File: src/rtl/synth_if_pkg.sv
package synth_if_pkg;

  typedef enum logic [2:0] {
    PtrIdle,
    PtrAddr,
    PtrSelect,
    PtrDivLo,
    PtrPort
  } ptrState_t;

  typedef struct packed {
    logic       loadDivHi;
    logic       loadDivLo;
    logic       loadCtrl;
    logic       loadPort;
    logic [7:0] dataByte;
  } regStrobe_t;

endpackage

File: src/rtl/i2cByteCtrl.sv
module i2cByteCtrl
  import synth_if_pkg::*;
#(
  parameter int         SYNC_STAGES = 2,
  parameter int         PIN_BITS    = 2,
  parameter logic [6:0] ADDR_BASE   = 7'b1100000
) (
  input  logic                clk,
  input  logic                rstN,
  input  logic                sclIn,
  input  logic                sdaIn,
  input  logic [PIN_BITS-1:0] addrPins,
  output logic                sdaPullDown,
  output regStrobe_t          loadBus
);

  localparam logic [3:0] ACK_SLOT = 4'd8;

  logic [SYNC_STAGES:0] sclSync, sdaSync;
  logic sclNow, sclPrev, sdaNow, sdaPrev;
  logic sclRise, sclFall, startSeen, stopSeen;

  ptrState_t  ptr, nextPtr;
  logic [3:0] bitCnt;
  logic [6:0] shiftReg;
  logic       ninthSeen, ackPend, accept, addrHit;
  logic [7:0] newByte;
  regStrobe_t nextLoad;

  // synchronisers: index SYNC_STAGES-1 is the current level, SYNC_STAGES the previous one
  always_ff @(posedge clk or negedge rstN) begin
    if (!rstN) begin
      sclSync <= '1;
      sdaSync <= '1;
    end else begin
      sclSync <= {sclSync[SYNC_STAGES-1:0], sclIn};
      sdaSync <= {sdaSync[SYNC_STAGES-1:0], sdaIn};
    end
  end

  assign sclNow    = sclSync[SYNC_STAGES-1];
  assign sclPrev   = sclSync[SYNC_STAGES];
  assign sdaNow    = sdaSync[SYNC_STAGES-1];
  assign sdaPrev   = sdaSync[SYNC_STAGES];
  assign sclRise   = sclNow & ~sclPrev;
  assign sclFall   = ~sclNow & sclPrev;
  assign startSeen = sclNow & sclPrev & sdaPrev & ~sdaNow;
  assign stopSeen  = sclNow & sclPrev & ~sdaPrev & sdaNow;

  assign newByte = {shiftReg, sdaNow};
  assign addrHit = (newByte[7:PIN_BITS+1] == ADDR_BASE[6:PIN_BITS]) &&
                   (newByte[PIN_BITS:1] == addrPins) && !newByte[0];

  // byte-position decode, evaluated when the eighth bit arrives
  always_comb begin
    nextLoad          = '0;
    nextLoad.dataByte = newByte;
    accept            = 1'b0;
    nextPtr           = PtrIdle;
    case (ptr)
      PtrAddr: begin
        accept  = addrHit;
        nextPtr = addrHit ? PtrSelect : PtrIdle;
      end
      PtrSelect: begin
        accept = 1'b1;
        if (newByte[7]) begin
          nextLoad.loadCtrl = 1'b1;
          nextPtr           = PtrPort;
        end else begin
          nextLoad.loadDivHi = 1'b1;
          nextPtr            = PtrDivLo;
        end
      end
      PtrDivLo: begin
        accept             = 1'b1;
        nextLoad.loadDivLo = 1'b1;
        nextPtr            = PtrSelect;
      end
      PtrPort: begin
        accept            = 1'b1;
        nextLoad.loadPort = 1'b1;
        nextPtr           = PtrSelect;
      end
      default: begin
        accept  = 1'b0;
        nextPtr = PtrIdle;
      end
    endcase
  end

  always_ff @(posedge clk or negedge rstN) begin
    if (!rstN) begin
      ptr         <= PtrIdle;
      bitCnt      <= '0;
      shiftReg    <= '0;
      ninthSeen   <= 1'b0;
      ackPend     <= 1'b0;
      sdaPullDown <= 1'b0;
      loadBus     <= '0;
    end else begin
      loadBus <= '0;
      if (startSeen) begin
        ptr         <= PtrAddr;
        bitCnt      <= '0;
        ninthSeen   <= 1'b0;
        ackPend     <= 1'b0;
        sdaPullDown <= 1'b0;
      end else if (stopSeen) begin
        ptr         <= PtrIdle;
        bitCnt      <= '0;
        ninthSeen   <= 1'b0;
        ackPend     <= 1'b0;
        sdaPullDown <= 1'b0;
      end else if (sclRise) begin
        if (bitCnt == ACK_SLOT) begin
          ninthSeen <= 1'b1;
        end else begin
          shiftReg <= newByte[6:0];
          bitCnt   <= bitCnt + 4'd1;
          if (bitCnt == ACK_SLOT - 4'd1) begin
            ackPend <= accept;
            ptr     <= nextPtr;
            loadBus <= nextLoad;
          end
        end
      end else if (sclFall && bitCnt == ACK_SLOT) begin
        if (!ninthSeen) begin
          sdaPullDown <= ackPend;
        end else begin
          sdaPullDown <= 1'b0;
          ninthSeen   <= 1'b0;
          bitCnt      <= '0;
        end
      end
    end
  end

endmodule

File: src/rtl/synthRegs.sv
module synthRegs
  import synth_if_pkg::*;
#(
  parameter int         DIV_BITS  = 15,
  parameter logic [7:0] PORT_MASK = 8'hF7
) (
  input  logic                clk,
  input  logic                rstN,
  input  regStrobe_t          loadBus,
  output logic [DIV_BITS-1:0] divWord,
  output logic                divStrobe,
  output logic                cpHigh,
  output logic                freqTestRoute,
  output logic                pumpHiZ,
  output logic                ampOff,
  output logic [7:0]          portOut
);

  localparam int HI_BITS = DIV_BITS - 8;

  logic [HI_BITS-1:0] divShadow;

  always_ff @(posedge clk or negedge rstN) begin
    if (!rstN) begin
      divShadow <= '0;
      divWord   <= '0;
      divStrobe <= 1'b0;
    end else begin
      divStrobe <= 1'b0;
      if (loadBus.loadDivHi) divShadow <= loadBus.dataByte[HI_BITS-1:0];
      if (loadBus.loadDivLo) begin
        divWord   <= {divShadow, loadBus.dataByte};
        divStrobe <= 1'b1;
      end
    end
  end

  always_ff @(posedge clk or negedge rstN) begin
    if (!rstN) begin
      cpHigh        <= 1'b0;
      freqTestRoute <= 1'b0;
      pumpHiZ       <= 1'b0;
      ampOff        <= 1'b0;
    end else if (loadBus.loadCtrl) begin
      cpHigh        <= loadBus.dataByte[6];
      freqTestRoute <= loadBus.dataByte[5];
      pumpHiZ       <= loadBus.dataByte[4];
      ampOff        <= loadBus.dataByte[0];
    end
  end

  for (genvar k = 0; k < 8; k++) begin : g_port
    if (PORT_MASK[k]) begin : g_live
      logic portBit;
      always_ff @(posedge clk or negedge rstN) begin
        if (!rstN)                 portBit <= 1'b0;
        else if (loadBus.loadPort) portBit <= loadBus.dataByte[k];
      end
      assign portOut[k] = portBit;
    end else begin : g_dead
      assign portOut[k] = 1'b0;
    end
  end

endmodule

File: src/rtl/synthI2cCtrl.sv
module synthI2cCtrl
  import synth_if_pkg::*;
#(
  parameter int         DIV_BITS    = 15,
  parameter int         SYNC_STAGES = 2,
  parameter int         PIN_BITS    = 2,
  parameter logic [6:0] ADDR_BASE   = 7'b1100000,
  parameter logic [7:0] PORT_MASK   = 8'hF7
) (
  input  logic                clk,
  input  logic                rstN,
  input  logic                sclIn,
  input  logic                sdaIn,
  input  logic [PIN_BITS-1:0] addrPins,
  output logic                sdaPullDown,
  output logic [DIV_BITS-1:0] divWord,
  output logic                divStrobe,
  output logic                cpHigh,
  output logic                freqTestRoute,
  output logic                pumpHiZ,
  output logic                ampOff,
  output logic [7:0]          portOut
);

  regStrobe_t loadBus;

  i2cByteCtrl #(
    .SYNC_STAGES(SYNC_STAGES),
    .PIN_BITS   (PIN_BITS),
    .ADDR_BASE  (ADDR_BASE)
  ) ctrl_i (
    .clk        (clk),
    .rstN       (rstN),
    .sclIn      (sclIn),
    .sdaIn      (sdaIn),
    .addrPins   (addrPins),
    .sdaPullDown(sdaPullDown),
    .loadBus    (loadBus)
  );

  synthRegs #(
    .DIV_BITS (DIV_BITS),
    .PORT_MASK(PORT_MASK)
  ) regs_i (
    .clk          (clk),
    .rstN         (rstN),
    .loadBus      (loadBus),
    .divWord      (divWord),
    .divStrobe    (divStrobe),
    .cpHigh       (cpHigh),
    .freqTestRoute(freqTestRoute),
    .pumpHiZ      (pumpHiZ),
    .ampOff       (ampOff),
    .portOut      (portOut)
  );

endmodule

File: config.mk
export PLATFORM = sky130hd
export DESIGN_NAME = synthI2cCtrl
export DESIGN_NICKNAME = d
export VERILOG_FILES = /design/src/rtl/synth_if_pkg.sv /design/src/rtl/i2cByteCtrl.sv /design/src/rtl/synthRegs.sv /design/src/rtl/synthI2cCtrl.sv
export SDC_FILE = /design/constraint.sdc
export NUM_CORES = 1
export LEC_CHECK = 0
export ABC_AREA = 1
export BUFFER_PORTS_ARGS = -buffer_cell sky130_fd_sc_hd__buf_2
export CORE_AREA = 3 3 61 105
export DETAILED_ROUTE_END_ITERATION = 16
export DIE_AREA = 0 0 64 108
export GPL_TIMING_DRIVEN = 0
export PLACE_DENSITY = 0.69
export SYNTH_ARGS = -nofsm -noshare
export SYNTH_HDL_FRONTEND = slang
export SYNTH_SLANG_ARGS = --single-unit
File: constraint.sdc
create_clock -name clk -period 1.74 [get_ports clk]
set_input_delay 0.174 -clock clk [delete_from_list [all_inputs] [get_ports clk]]
set_output_delay 0.174 -clock clk [all_outputs]
set_load 0.02 [all_outputs]
## After elaboration in Yosys (flattened, before gate mapping)

Index checks and enable logic that the tools add are counted.

| operators by class | value |
|---|---|
| add/sub/neg operators | 1 |
| equal/unequal tests | 12 |
| mux-type cells | 42 |
| bitwise operators | 14 |
| reduce and logical (&&, ||, !) cells | 16 |

Operator list:

| kind | number |
|---|---|
| 2-to-1 mux 12 bit | 5 |
| 2-to-1 mux 4 bit | 6 |
| 2-to-1 mux 1 bit | 22 |
| 2-to-1 mux 3 bit | 6 |
| case mux 3 bit (3 select lines) | 1 |
| nonzero test 3 bit | 3 |
| inequality test 4 bit (second input constant) | 2 |
| nonzero test 4 bit | 2 |
| bitwise AND 1 bit | 7 |
| NOT 1 bit | 7 |
| equality test 3 x 2 -> 1 bit (second input constant) | 2 |
| AND reduction 3 bit | 2 |
| equality test 5 bit (second input constant) | 1 |
| adder 4 x 1 -> 4 bit (second input constant) | 1 |
| equality test 4 x 3 -> 1 bit (second input constant) | 1 |
| equality test 4 bit (second input constant) | 1 |
| AND reduction 2 bit | 2 |
| AND reduction 4 bit | 1 |
| equality test 3 x 1 -> 1 bit (second input constant) | 1 |
| equality test 3 bit (second input constant) | 1 |
| logical AND 1 bit | 3 |
| inequality test 3 x 1 -> 1 bit (second input constant) | 1 |
| inequality test 3 bit (second input constant) | 1 |
| OR reduction 3 bit | 1 |
| other kinds (5) | 5 |

| word-level totals | value |
|---|---|
| register bits | 69 |

## Logic depth before layout (Yosys ltp)

Gate-level depths: netlist of run 1.

| logic depth | value |
|---|---|
| depth after elaboration | 10 |
| depth in mapped cells | 9 |

## Hierarchy

Synthesis of run 1 repeated with hierarchy kept, for this count alone.

| unflattened totals | value |
|---|---|
| cells, all modules | 316 |
| area, all modules | 2,854.0 um^2 |

Modules (own cells, without submodules):

| module | instances | cells an instance | area each (um^2) | seq. area each (um^2) |
|---|---|---|---|---|
| i2cByteCtrl | 1 | 165 | 1,470.2 | 883.3 |
| synthRegs | 1 | 151 | 1,383.8 | 850.8 |

## Worst setup path after synthesis of run 1

OpenSTA, ideal clock, no wires.

| path | value |
|---|---|
| path kind | reg2reg |
| start | reg ctrl_i.bitCnt[0] |
| end | reg ctrl_i.bitCnt[2] |
| arrival | 1.203 ns |
| data required time | 1.623 ns |
| slack | 0.420 ns |
| cell stages (with the launch flop) | 10 |
| buffers on the path | 0 |
| period minus slack after synthesis | 1.320 ns |
| cell sequence | dfrtp_1 -> inv_1 -> ha_1 -> nand2_1 -> nor2_2 -> nand3_1 -> nand3_1 -> nand2_2 -> nand2_1 -> nand2_1 |

| between the ends | value |
|---|---|
| cells in the longest elaborated chain, start to end | 5 |
| elaborated cells on any way between the ends | 10 |
| classes of those cells | add/sub (1); eq/ne (2); mux (4); reduce/logical (3) |

RTL lines:

| what | RTL line | source |
|---|---|---|
| start, declared | i2cByteCtrl.sv:24 | `logic [3:0] bitCnt;` |
| start signal, assigned | i2cByteCtrl.sv:120 | `bitCnt <= bitCnt + 4'd1;` |
| adder 4 x 1 -> 4 bit | i2cByteCtrl.sv:120 |  |
| 2-to-1 mux 4 bit | i2cByteCtrl.sv:116 | `if (bitCnt == ACK_SLOT) begin` |
| 2-to-1 mux 4 bit | i2cByteCtrl.sv:115 | `end else if (sclRise) begin` |
| 2-to-1 mux 4 bit | i2cByteCtrl.sv:109 | `end else if (stopSeen) begin` |
| 2-to-1 mux 4 bit | i2cByteCtrl.sv:103 | `if (startSeen) begin` |

Several ways; a longest one is shown, not always the timed one. The select of a mux whose other input is x is not followed.
A chain may end at the register's enable or synchronous reset.

## Final worst setup path of run 1

| path | value |
|---|---|
| start | reg ctrl_i.bitCnt[0] |
| end | reg ctrl_i.shiftReg[6] |

| between the ends | value |
|---|---|
| cells in the longest elaborated chain, start to end | 3 |

RTL lines:

| what | RTL line | source |
|---|---|---|
| equality test 4 bit | i2cByteCtrl.sv:116 |  |
| NOT 1 bit (no source line) | - |  |
| AND reduction 4 bit (no source line) | - |  |
| end signal, assigned | i2cByteCtrl.sv:119 | `shiftReg <= newByte[6:0];` |
| end, declared | i2cByteCtrl.sv:25 | `logic [6:0] shiftReg;` |

No other way between the ends.

==> results of run 1 <==
==> kinds of logic after synthesis <==
| logic type | synth area share [%] |
|---|---|
| mux | 7.70 |
| flops | 62.4 |
| other cells | 0.135 |
| fa+ha+maj | 0.900 |
| simple gates | 17.1 |
| compound gates | 4.32 |
| buf+inv | 7.43 |
==> worst max-delay path by stage <==
stage | to | slack, ns | depth (start not counted)
after floorplan | ctrl_i.bitCnt[2] | 0.42 | 9
after global placement | ctrl_i.ninthSeen | 0.20 | 1
after detailed placement | ctrl_i.shiftReg[3] | 0.21 | 7
after CTS | ctrl_i.shiftReg[2] | 0.20 | 7
after global routing | ctrl_i.shiftReg[6] | 0.07 | 8
final | ctrl_i.shiftReg[6] | 0.20 | 8
==> power by group through the flow <==
stage	sequential, mW	combinational [mW]	clock [mW]
floorplan	1.73	0.127	0
global placement	1.74	0.188	0
detailed placement	1.75	0.195	0
CTS	1.72	0.202	1.46
global route	1.73	0.231	1.54
finish	1.72	0.196	1.42
==> layout make-up <==
type | instances | area share (%)
tap | 76 | 2.88
clock buffer | 14 | 5.83
multi-input combinational | 154 | 25.4
clock inverter | 2 | 1.14
sequential | 69 | 52.5
buffer | 13 | 2.65
timing repair buffer | 36 | 5.98
inverter | 31 | 3.60
==> metal layers <==
| metal | GRT usage, % | up-vias |
|---|---|---|
| met5 | 0 | - |
| met4 | 10.5 | 0 |
| met3 | 5.72 | 13 |
| met2 | 28.7 | 40 |
| met1 | 16.9 | 895 |
| li1 | - | 923 |
==> metrics by stage <==
stage / worst slack [ns] / total power, mW / cells / instance area, sq um / util (%)
final: 0.205 / 3.34 / 395 / 3300 / 58.7
after detailed placement: 0.212 / 1.94 / 376 / 3040 / 54.0
after floorplan: 0.420 / 1.86 / 267 / 2780 / -
after CTS: 0.196 / 3.38 / 395 / 3300 / 58.7
after global placement: 0.202 / 1.93 / 376 / 3040 / 54.0
after global routing: 0.0659 / 3.49 / 395 / 3300 / 58.7
==> registers in the layout, summed over array words and instances, names as in the netlist, 3 cells and up <==
| register | flops |
|---|---|
| regs_i.divWord | 15 |
| ctrl_i.loadBus | 12 |
| regs_i.divShadow | 7 |
| ctrl_i.ptr | 3 |
| ctrl_i.sclSync | 3 |
| ctrl_i.bitCnt | 4 |
| ctrl_i.sdaSync | 3 |
| regs_i.g_port.g_live.portBit | 7 |
| ctrl_i.shiftReg | 7 |
==> repair_timing <==
action	4_1_cts	5_1_grt
hold buffers	3	0
endpoints found under the hold margin	65	0
buffers inserted	0	0
==> cells in the final DEF (no fill, tap or decap), types with 2 or more instances in the layout <==
cell,instances
sky130_fd_sc_hd__dfstp_2,6
sky130_fd_sc_hd__ha_1,2
sky130_fd_sc_hd__nor2_1,33
sky130_fd_sc_hd__o21ai_1,7
sky130_fd_sc_hd__inv_1,30
sky130_fd_sc_hd__clkbuf_8,14
sky130_fd_sc_hd__clkbuf_1,3
sky130_fd_sc_hd__mux2_2,19
sky130_fd_sc_hd__dlygate4sd3_1,3
sky130_fd_sc_hd__buf_2,33
sky130_fd_sc_hd__nor2_2,2
sky130_fd_sc_hd__nand2_2,3
sky130_fd_sc_hd__nand3_1,13
sky130_fd_sc_hd__buf_4,9
sky130_fd_sc_hd__o21ai_0,9
sky130_fd_sc_hd__nand2_1,52
sky130_fd_sc_hd__a21oi_1,8
sky130_fd_sc_hd__dfrtp_1,63
==> run metrics, run 1 <==
proportion of synthesized chip area in sequential cells 62.4%; DRT Pass-1 Iters 4; Internal 2.59 mW; worst-skew pair later-pin latency roughly 0.34 ns; count of routing violations after the opening detailed-route iteration 67; CP max stage delay between 0.4 and 0.5 ns; Num Clock Sinks 69; category of the worst setup path launch point flip-flop; largest delay contributor family on the critical path simple AND/OR/NAND/NOR gates; Distinct cells, synth 24; number of H-tree levels 3; number of buffer and inverter stages on the critical path 2; Buffers on Ports 33; global-route wire length before repair 8540 um; routed vias around 1900; final-report setup violation count 0; Sw Pwr between 0.7 and 0.8 mW; Synthesized Nets around 280; capture endpoint of the worst hold path ctrl_i.sclSync[1]; launch point of the worst path ctrl_i.bitCnt[0]; total wirelength of the detailed-routed design a little under 5000 um; largest area contributor in the netlist sky130_fd_sc_hd__dfrtp_1; number of hold violations in the final report 0; most frequent cell after synthesis sky130_fd_sc_hd__dfrtp_1; CTS-repair resized insts 0; Clock Power Share approximately 43%; share of the synthesized area in the top cell type a little under three fifths; portion of the clock cycle consumed by the worst path in the final layout between 80% and 90%; Worst EP required ~2.0 ns; cell depth of the worst min-delay path 0; worst IR drop on VDD around 0.6 mV; GP Congestion roughly 0.83; width of the chip 64 um; leakage power total 1.80 nW; area of the die slightly below 7000 sq um; Worst Max-Slew Pin Slew just over 0.8 ns; Total Negative Setup Slacks 0 ns; total congestion overflow after global routing 0; number of synthesized flops with an enable pin 0; Max Clock Freq approximately 650 MHz; top routing layer in use met4; cell depth of the worst flop-to-flop path 8; total length of routed met3 wires 206 um; cell type of the slowest stage on the worst timing path sky130_fd_sc_hd__dfrtp_1; number of vias per cell after detailed routing between 4 and 5; dpl hpwl about 3500 um; pin count of the biggest net entering global routing 70; Antenna Violating Nets Remaining 0; worst setup skew after layout 0.00809 ns; critical path data arrival time ~1.8 ns; power density normalized to cell area between 1000 and 1500 nW/um^2; netlist area before placement between 2000 and 3000 sq um; unrepaired setup endpoints after global routing no; cells along the critical path inv_1, ha_1, nand2_1, nor2_2, nor2_2, buf_6, nand2_1, o21ai_1; final critical delay including setup and external delays about 1.5 ns; class of the most critical hold timing path flip-flop to flip-flop; remaining max-slew budget at the tightest pin between 40% and 50%; Area growth syn-to-layout 18.8%; flip-flop and latch count after synthesis just under 70; fin. max-slew vios 0; hold slack final 0.347 ns; buffer type at the clock tree root sky130_fd_sc_hd__clkbuf_8; flop-to-flop setup slack between 0.2 and 0.25 ns; residual DRC count 0; Die Ht between 100 and 150 um; number of instances in the synthesized netlist 267; largest cells by area after synthesis sky130_fd_sc_hd__dfrtp_1 (57%), sky130_fd_sc_hd__mux2_2 (7.7%), sky130_fd_sc_hd__nand2_1 (7.0%); syn avg cell area about 10 sq um; layout cell share with drive strength beyond 1 just under 30%; WL/cell between 10 and 15 um; met2 WL post-DR roughly 2600 um; Top FF cell, synth sky130_fd_sc_hd__dfrtp_1; CTS tree built; Yosys warning total 0; count of max-cap constraint violations 0; area of combinational cells with multiple inputs about 840 sq um; via count of the first global-routing pass between 1500 and 2000; endpoint of the worst-slack reg-to-reg timing path ctrl_i.shiftReg[6]; critical path fanouts, max 10; fraction of power spent switching nets roughly 22%; count of antenna diodes in the layout 0; number of antenna violations at the first check in global routing 0; cts bufs inserted 9; initial core utilization about half; Setup Crit Path Kind flip-flop to flip-flop; IO Pins 35; part of the total power dissipated in combinational logic about 6%; outcome completed; reg2reg start ctrl_i.bitCnt[0]; total of fill cells in the finished design 483; deepest clock path buffer count 2; total number of placement rows 36; core area roughly 5600 sq um; clock transition at the register clock pins on the worst setup and hold paths after CTS around 0.070 ns; flip-flop and latch area 1730 sq um; share of synthesized flip-flops with an asynchronous set or reset 100%; most numerous cell types in the synthesized netlist sky130_fd_sc_hd__dfrtp_1 (63), sky130_fd_sc_hd__nand2_1 (52), sky130_fd_sc_hd__nor2_1 (33), sky130_fd_sc_hd__inv_1 (30), sky130_fd_sc_hd__mux2_2 (19); Net count, final ~320; all-layer global routing usage ~17%; category of the worst setup path capture point flip-flop; sequential cell fraction of total power roughly half; M1 WL ~1900 um; startpoint of the most critical hold path ctrl_i.sclSync[0]
Power figures use the tool's default switching activity.
==> run 2, diff against run 1 <==
CTS_BUF_LIST = sky130_fd_sc_hd__clkbuf_8 sky130_fd_sc_hd__clkbuf_16   (was default)
PLACE_DENSITY = 0.68   (was 0.69)
clock period = 1.8 ns   (was 1.74 ns; I/O delays follow)
==> run metrics, run 2 (synthesis gave the netlist of run 1 again) <==
outcome completed; core area between 5000 and 6000 sq um; area of the die 6910 sq um; critical path data arrival time 1.81 ns; Total Negative Setup Slacks 0 ns; total number of placement rows 36; critical path fanouts, max 10; count of max-cap constraint violations 0; deepest clock path buffer count 2; Setup Crit Path Kind flip-flop to flip-flop; Worst EP required around 2.1 ns; total of fill cells in the finished design a little under 500; final-report setup violation count 0; worst IR drop on VDD 0.572 mV; number of vias per cell after detailed routing around 4.7; CTS tree built; number of hold violations in the final report 0; Num Clock Sinks 69; CTS-repair resized insts 0; worst-skew pair later-pin latency roughly 0.34 ns; layout cell share with drive strength beyond 1 29.2%; buffer type at the clock tree root sky130_fd_sc_hd__clkbuf_8; initial core utilization between 40 and 50%; fin. max-slew vios 0; count of antenna diodes in the layout 0; Net count, final 322; final critical delay including setup and external delays between 1.5 and 2 ns; width of the chip between 60 and 70 um; Worst Max-Slew Pin Slew ~0.81 ns; all-layer global routing usage between 15 and 20%; dpl hpwl about 3400 um; cts bufs inserted 9; Area growth syn-to-layout 18.1%; via count of the first global-routing pass around 1900; clock transition at the register clock pins on the worst setup and hold paths after CTS around 0.07 ns; total congestion overflow after global routing 0; pre-CTS setup slack 0.261 ns; Buffers on Ports 33; number of flip-flops under the largest register name 15; leakage power total between 1.5 and 2 nW; Die Ht ~110 um; global-route wire length before repair 8270 um; power density normalized to cell area between 900 and 1000 nW/um^2; WL/cell 12.1 um; GP Congestion 0.798; residual DRC count 0; category of the worst setup path launch point flip-flop; worst setup skew after layout 0.00766 ns; unrepaired setup endpoints after global routing no; pin count of the biggest net entering global routing 70; largest registers regs_i.divWord: 15 flops, ctrl_i.loadBus: 12 flops; number of antenna violations at the first check in global routing 0; Antenna Violating Nets Remaining 0; IO Pins 35; routed vias approximately 1800; postcts setup bufs 0; class of the most critical hold timing path flip-flop to flip-flop; total wirelength of the detailed-routed design 4780 um; remaining max-slew budget at the tightest pin between 40% and 50%; final setup margin 0.253 ns; number of H-tree levels 3; most frequent cells in the layout sky130_fd_sc_hd__dfrtp_1 (63), sky130_fd_sc_hd__nand2_1 (52), sky130_fd_sc_hd__nor2_1 (33), sky130_fd_sc_hd__buf_2 (33), sky130_fd_sc_hd__inv_1 (30); largest reg by FF count regs_i.divWord; Max Clock Freq 646 MHz; portion of the clock cycle consumed by the worst path in the final layout between 80 and 90%; most common cell after layout, fill and taps aside sky130_fd_sc_hd__dfrtp_1; DRT Pass-1 Iters 4; category of the worst setup path capture point flip-flop; hold buffers post-CTS 3; count of routing violations after the opening detailed-route iteration 103
## run 2: path summary, 6_finish.rpt
path | start | end | slack (ns) | cells past startpoint
min in group asynchronous | rstN | regs_i.divWord[3] | 0.49 | 2
setup / recovery | ctrl_i.bitCnt[0] | ctrl_i.shiftReg[6] | 0.25 | 8
hold / removal | ctrl_i.sdaSync[0] | ctrl_i.sdaSync[1] | 0.36 | 0
hold reg to reg | ctrl_i.sdaSync[0] | ctrl_i.sdaSync[1] | 0.36 | 0
setup reg to reg | ctrl_i.bitCnt[0] | ctrl_i.shiftReg[6] | 0.25 | 8
max in group asynchronous | rstN | regs_i.g_port[7].g_live.portBit | 0.78 | 2
## run 2: layout make-up
cell class	instances	area [sq um]	share of cell area [%]
Inverter	31	119	3.62
Timing Repair Buffer	36	198	6.02
Sequential cell	69	1730	52.8
Clock inverter	5	58.8	1.79
Tap cell	76	95.1	2.90
Clock buffer	11	151	4.61
Buffer	13	87.6	2.67
Multi-Input combinational cell	154	840	25.6
## run 2: metal layers
layer	wire length, um	global-route usage, %
met1	1890	15.8
met2	2560	28.9
met3	169	3.22
met4	166	10.8
met5	0	0
## run 2: through the flow
| stage | hold slack (ns) | utilization, % | power, mW | instance area, sq um | cells |
|---|---|---|---|---|---|
| after CTS | 0.358 | 58.3 | 3.17 | 3280 | 395 |
| after global placement | 0.285 | 54.0 | 1.87 | 3040 | 376 |
| after global routing | 0.361 | 58.3 | 3.26 | 3280 | 395 |
| after detailed placement | 0.286 | 54.0 | 1.88 | 3040 | 376 |
| final | 0.356 | 58.3 | 3.12 | 3280 | 395 |
| after floorplan | -0.116 | - | 1.80 | 2780 | 267 |
## run 2: worst max-delay path, stage by stage, from the launching register on
cell and delay (ns):
sky130_fd_sc_hd__dfrtp_1 0.42, sky130_fd_sc_hd__inv_1 0.08, sky130_fd_sc_hd__ha_1 0.19, sky130_fd_sc_hd__nand2_1 0.07, sky130_fd_sc_hd__nor2_2 0.06, sky130_fd_sc_hd__nor2_2 0.32
sky130_fd_sc_hd__buf_6 0.20, sky130_fd_sc_hd__nand2_1 0.06, sky130_fd_sc_hd__o21ai_1 0.07
## run 2: power breakdown
| part | total (mW) | switching (mW) | internal [mW] |
|---|---|---|---|
| combinational | 0.187 | 0.125 | 0.0623 |
| clock | 1.27 | 0.559 | 0.715 |
| sequential | 1.66 | 0.0508 | 1.61 |
==> run 3, diff against run 2 <==
GPL_TIMING_DRIVEN = default   (was 0)
==> run metrics, run 3 (synthesis gave the netlist of run 1 again) <==
total congestion overflow after global routing 0; clock transition at the register clock pins on the worst setup and hold paths after CTS 0.07 ns; total of fill cells in the finished design 492; leakage power total ~1.7 nW; core area approximately 5600 sq um; category of the worst setup path capture point flip-flop; post-route standard cell area excluding fillers about 3200 sq um; global-route wire length before repair slightly above 8000 um; number of flip-flops under the largest register name 15; buffer type at the clock tree root sky130_fd_sc_hd__clkbuf_8; Buffers on Ports 33; worst IR drop on VDD ~0.67 mV; IO Pins 35; Num Clock Sinks 69; initial core utilization between 40% and 50%; critical path fanouts, max 5; flop-to-flop setup slack 0.30 ns; total number of placement rows 36; core occupancy in the finished layout between 50% and 60%; width of the chip 64 um; routed vias around 1800; most common cell after layout, fill and taps aside sky130_fd_sc_hd__dfrtp_1; sequential cell fraction of total power ~54%; CTS tree built; Antenna Violating Nets Remaining 0; number of H-tree levels 3; dpl hpwl between 3000 and 4000 um; count of antenna diodes in the layout 0; area of the die ~6900 sq um; unrepaired setup endpoints after global routing no; WL/cell approximately 12 um; Area growth syn-to-layout 15.7%; category of the worst setup path launch point flip-flop; Max Clock Freq about 670 MHz; all-layer global routing usage approximately 16%; total wirelength of the detailed-routed design 4650 um; most frequent cells in the layout sky130_fd_sc_hd__dfrtp_1 (63), sky130_fd_sc_hd__nand2_1 (52), sky130_fd_sc_hd__nor2_1 (33), sky130_fd_sc_hd__buf_2 (33), sky130_fd_sc_hd__inv_1 (31); Internal around 2.4 mW; GP Congestion between 0.7 and 0.8; capture endpoint of the worst hold path ctrl_i.sdaSync[1]; final setup margin 0.299 ns; reg2reg start ctrl_i.bitCnt[0]; Net count, final between 300 and 400; count of max-cap constraint violations 0; part of the total power dissipated in combinational logic under 10%; pre-CTS setup slack approximately 0.32 ns; Sw Pwr 0.689 mW; Setup Crit Path Kind flip-flop to flip-flop; via count of the first global-routing pass ~1800; final critical delay including setup and external delays 1.50 ns; Clock Power Share around two fifths; critical path data arrival time roughly 1.7 ns; Worst EP required between 2 and 2.5 ns; cell depth of the worst min-delay path 0; Die Ht between 100 and 150 um; outcome completed; worst setup skew after layout roughly 0.009 ns; largest reg by FF count regs_i.divWord; largest registers regs_i.divWord: 15 flops, ctrl_i.loadBus: 12 flops; number of hold violations in the final report 0; cell depth of the worst flop-to-flop path 9; Total Negative Setup Slacks 0 ns; CTS-repair resized insts 0; Placed Area around 3000 sq um; DRT Pass-1 Iters 4; number of antenna violations at the first check in global routing 0; residual DRC count 0; endpoint of the worst-slack reg-to-reg timing path ctrl_i.bitCnt[1]; portion of the clock cycle consumed by the worst path in the final layout 83.4%; worst-skew pair later-pin latency 0.34 ns; startpoint of the most critical hold path ctrl_i.sdaSync[0]; cts bufs inserted 9; final-report setup violation count 0; deepest clock path buffer count 2; fraction of power spent switching nets 22.2%; fin. max-slew vios 0; class of the most critical hold timing path flip-flop to flip-flop; layout cell share with drive strength beyond 1 a little over a quarter; pin count of the biggest net entering global routing 70; number of vias per cell after detailed routing about 4.8; power density normalized to cell area ~960 nW/um^2; count of routing violations after the opening detailed-route iteration 84; Power, Total slightly above 3 mW
==> run 3: what timing repair did <==
action                     4_1_cts  5_1_grt
hold endpoints to repair        65        0
setup endpoints to repair        0        0
hold buffers                     3        0
buffers inserted                 0        0
==> run 3: routing by layer <==
metal / routed length (um) / GRT usage [%]
met5: 0 / 0
met4: 148 / 9.27
met3: 241 / 6.34
met2: 2480 / 27.2
met1: 1790 / 15.7
==> run 3: critical path, stage by stage (launching register included) <==
cell	delay (ns)
sky130_fd_sc_hd__dfrtp_1	0.42
sky130_fd_sc_hd__inv_1	0.09
sky130_fd_sc_hd__ha_1	0.15
sky130_fd_sc_hd__nand2_1	0.06
sky130_fd_sc_hd__nor2_2	0.19
sky130_fd_sc_hd__nand3_1	0.11
sky130_fd_sc_hd__nand3_1	0.15
sky130_fd_sc_hd__nand2_2	0.10
sky130_fd_sc_hd__nand2_1	0.07
sky130_fd_sc_hd__nand2_1	0.05
==> run 3: how the worst max path moves through the flow <==
stage	from	to	slack [ns]	depth (start not counted)
after CTS	ctrl_i.bitCnt[0]	ctrl_i.bitCnt[1]	0.30	9
after detailed placement	ctrl_i.bitCnt[0]	ctrl_i.bitCnt[2]	0.32	9
final	ctrl_i.bitCnt[0]	ctrl_i.bitCnt[1]	0.30	9
after global routing	ctrl_i.bitCnt[0]	ctrl_i.bitCnt[1]	0.1	9
after global placement	ctrl_i.bitCnt[0]	ctrl_i.bitCnt[1]	0.32	9
after floorplan	ctrl_i.bitCnt[0]	ctrl_i.bitCnt[2]	0.48	9
==> run 3: cell type report <==
class,instances,area [sq um],area share (%)
multi-input cells,154,840,26.1
inverters,31,119,3.70
clock buffers,12,165,5.13
well taps,76,95.1,2.96
clock inverters,2,33.8,1.05
repair buffers,39,230,7.16
flip-flops and latches,69,1730,53.9
==> run 3: power groups by stage <==
stage / clock network [mW] / registers (mW) / logic, mW
final: 1.25 / 1.66 / 0.190
after global routing: 1.36 / 1.67 / 0.226
after CTS: 1.28 / 1.66 / 0.196
after detailed placement: 0 / 1.69 / 0.189
after global placement: 0 / 1.69 / 0.187
after floorplan: 0 / 1.68 / 0.123
==> run 3: stage by stage <==
step                hold WS [ns]  cells
floorplan                 -0.116    267
detailed placement         0.228    366
CTS                        0.356    383
finish                     0.355    383
global route               0.364    383
global placement           0.227    366
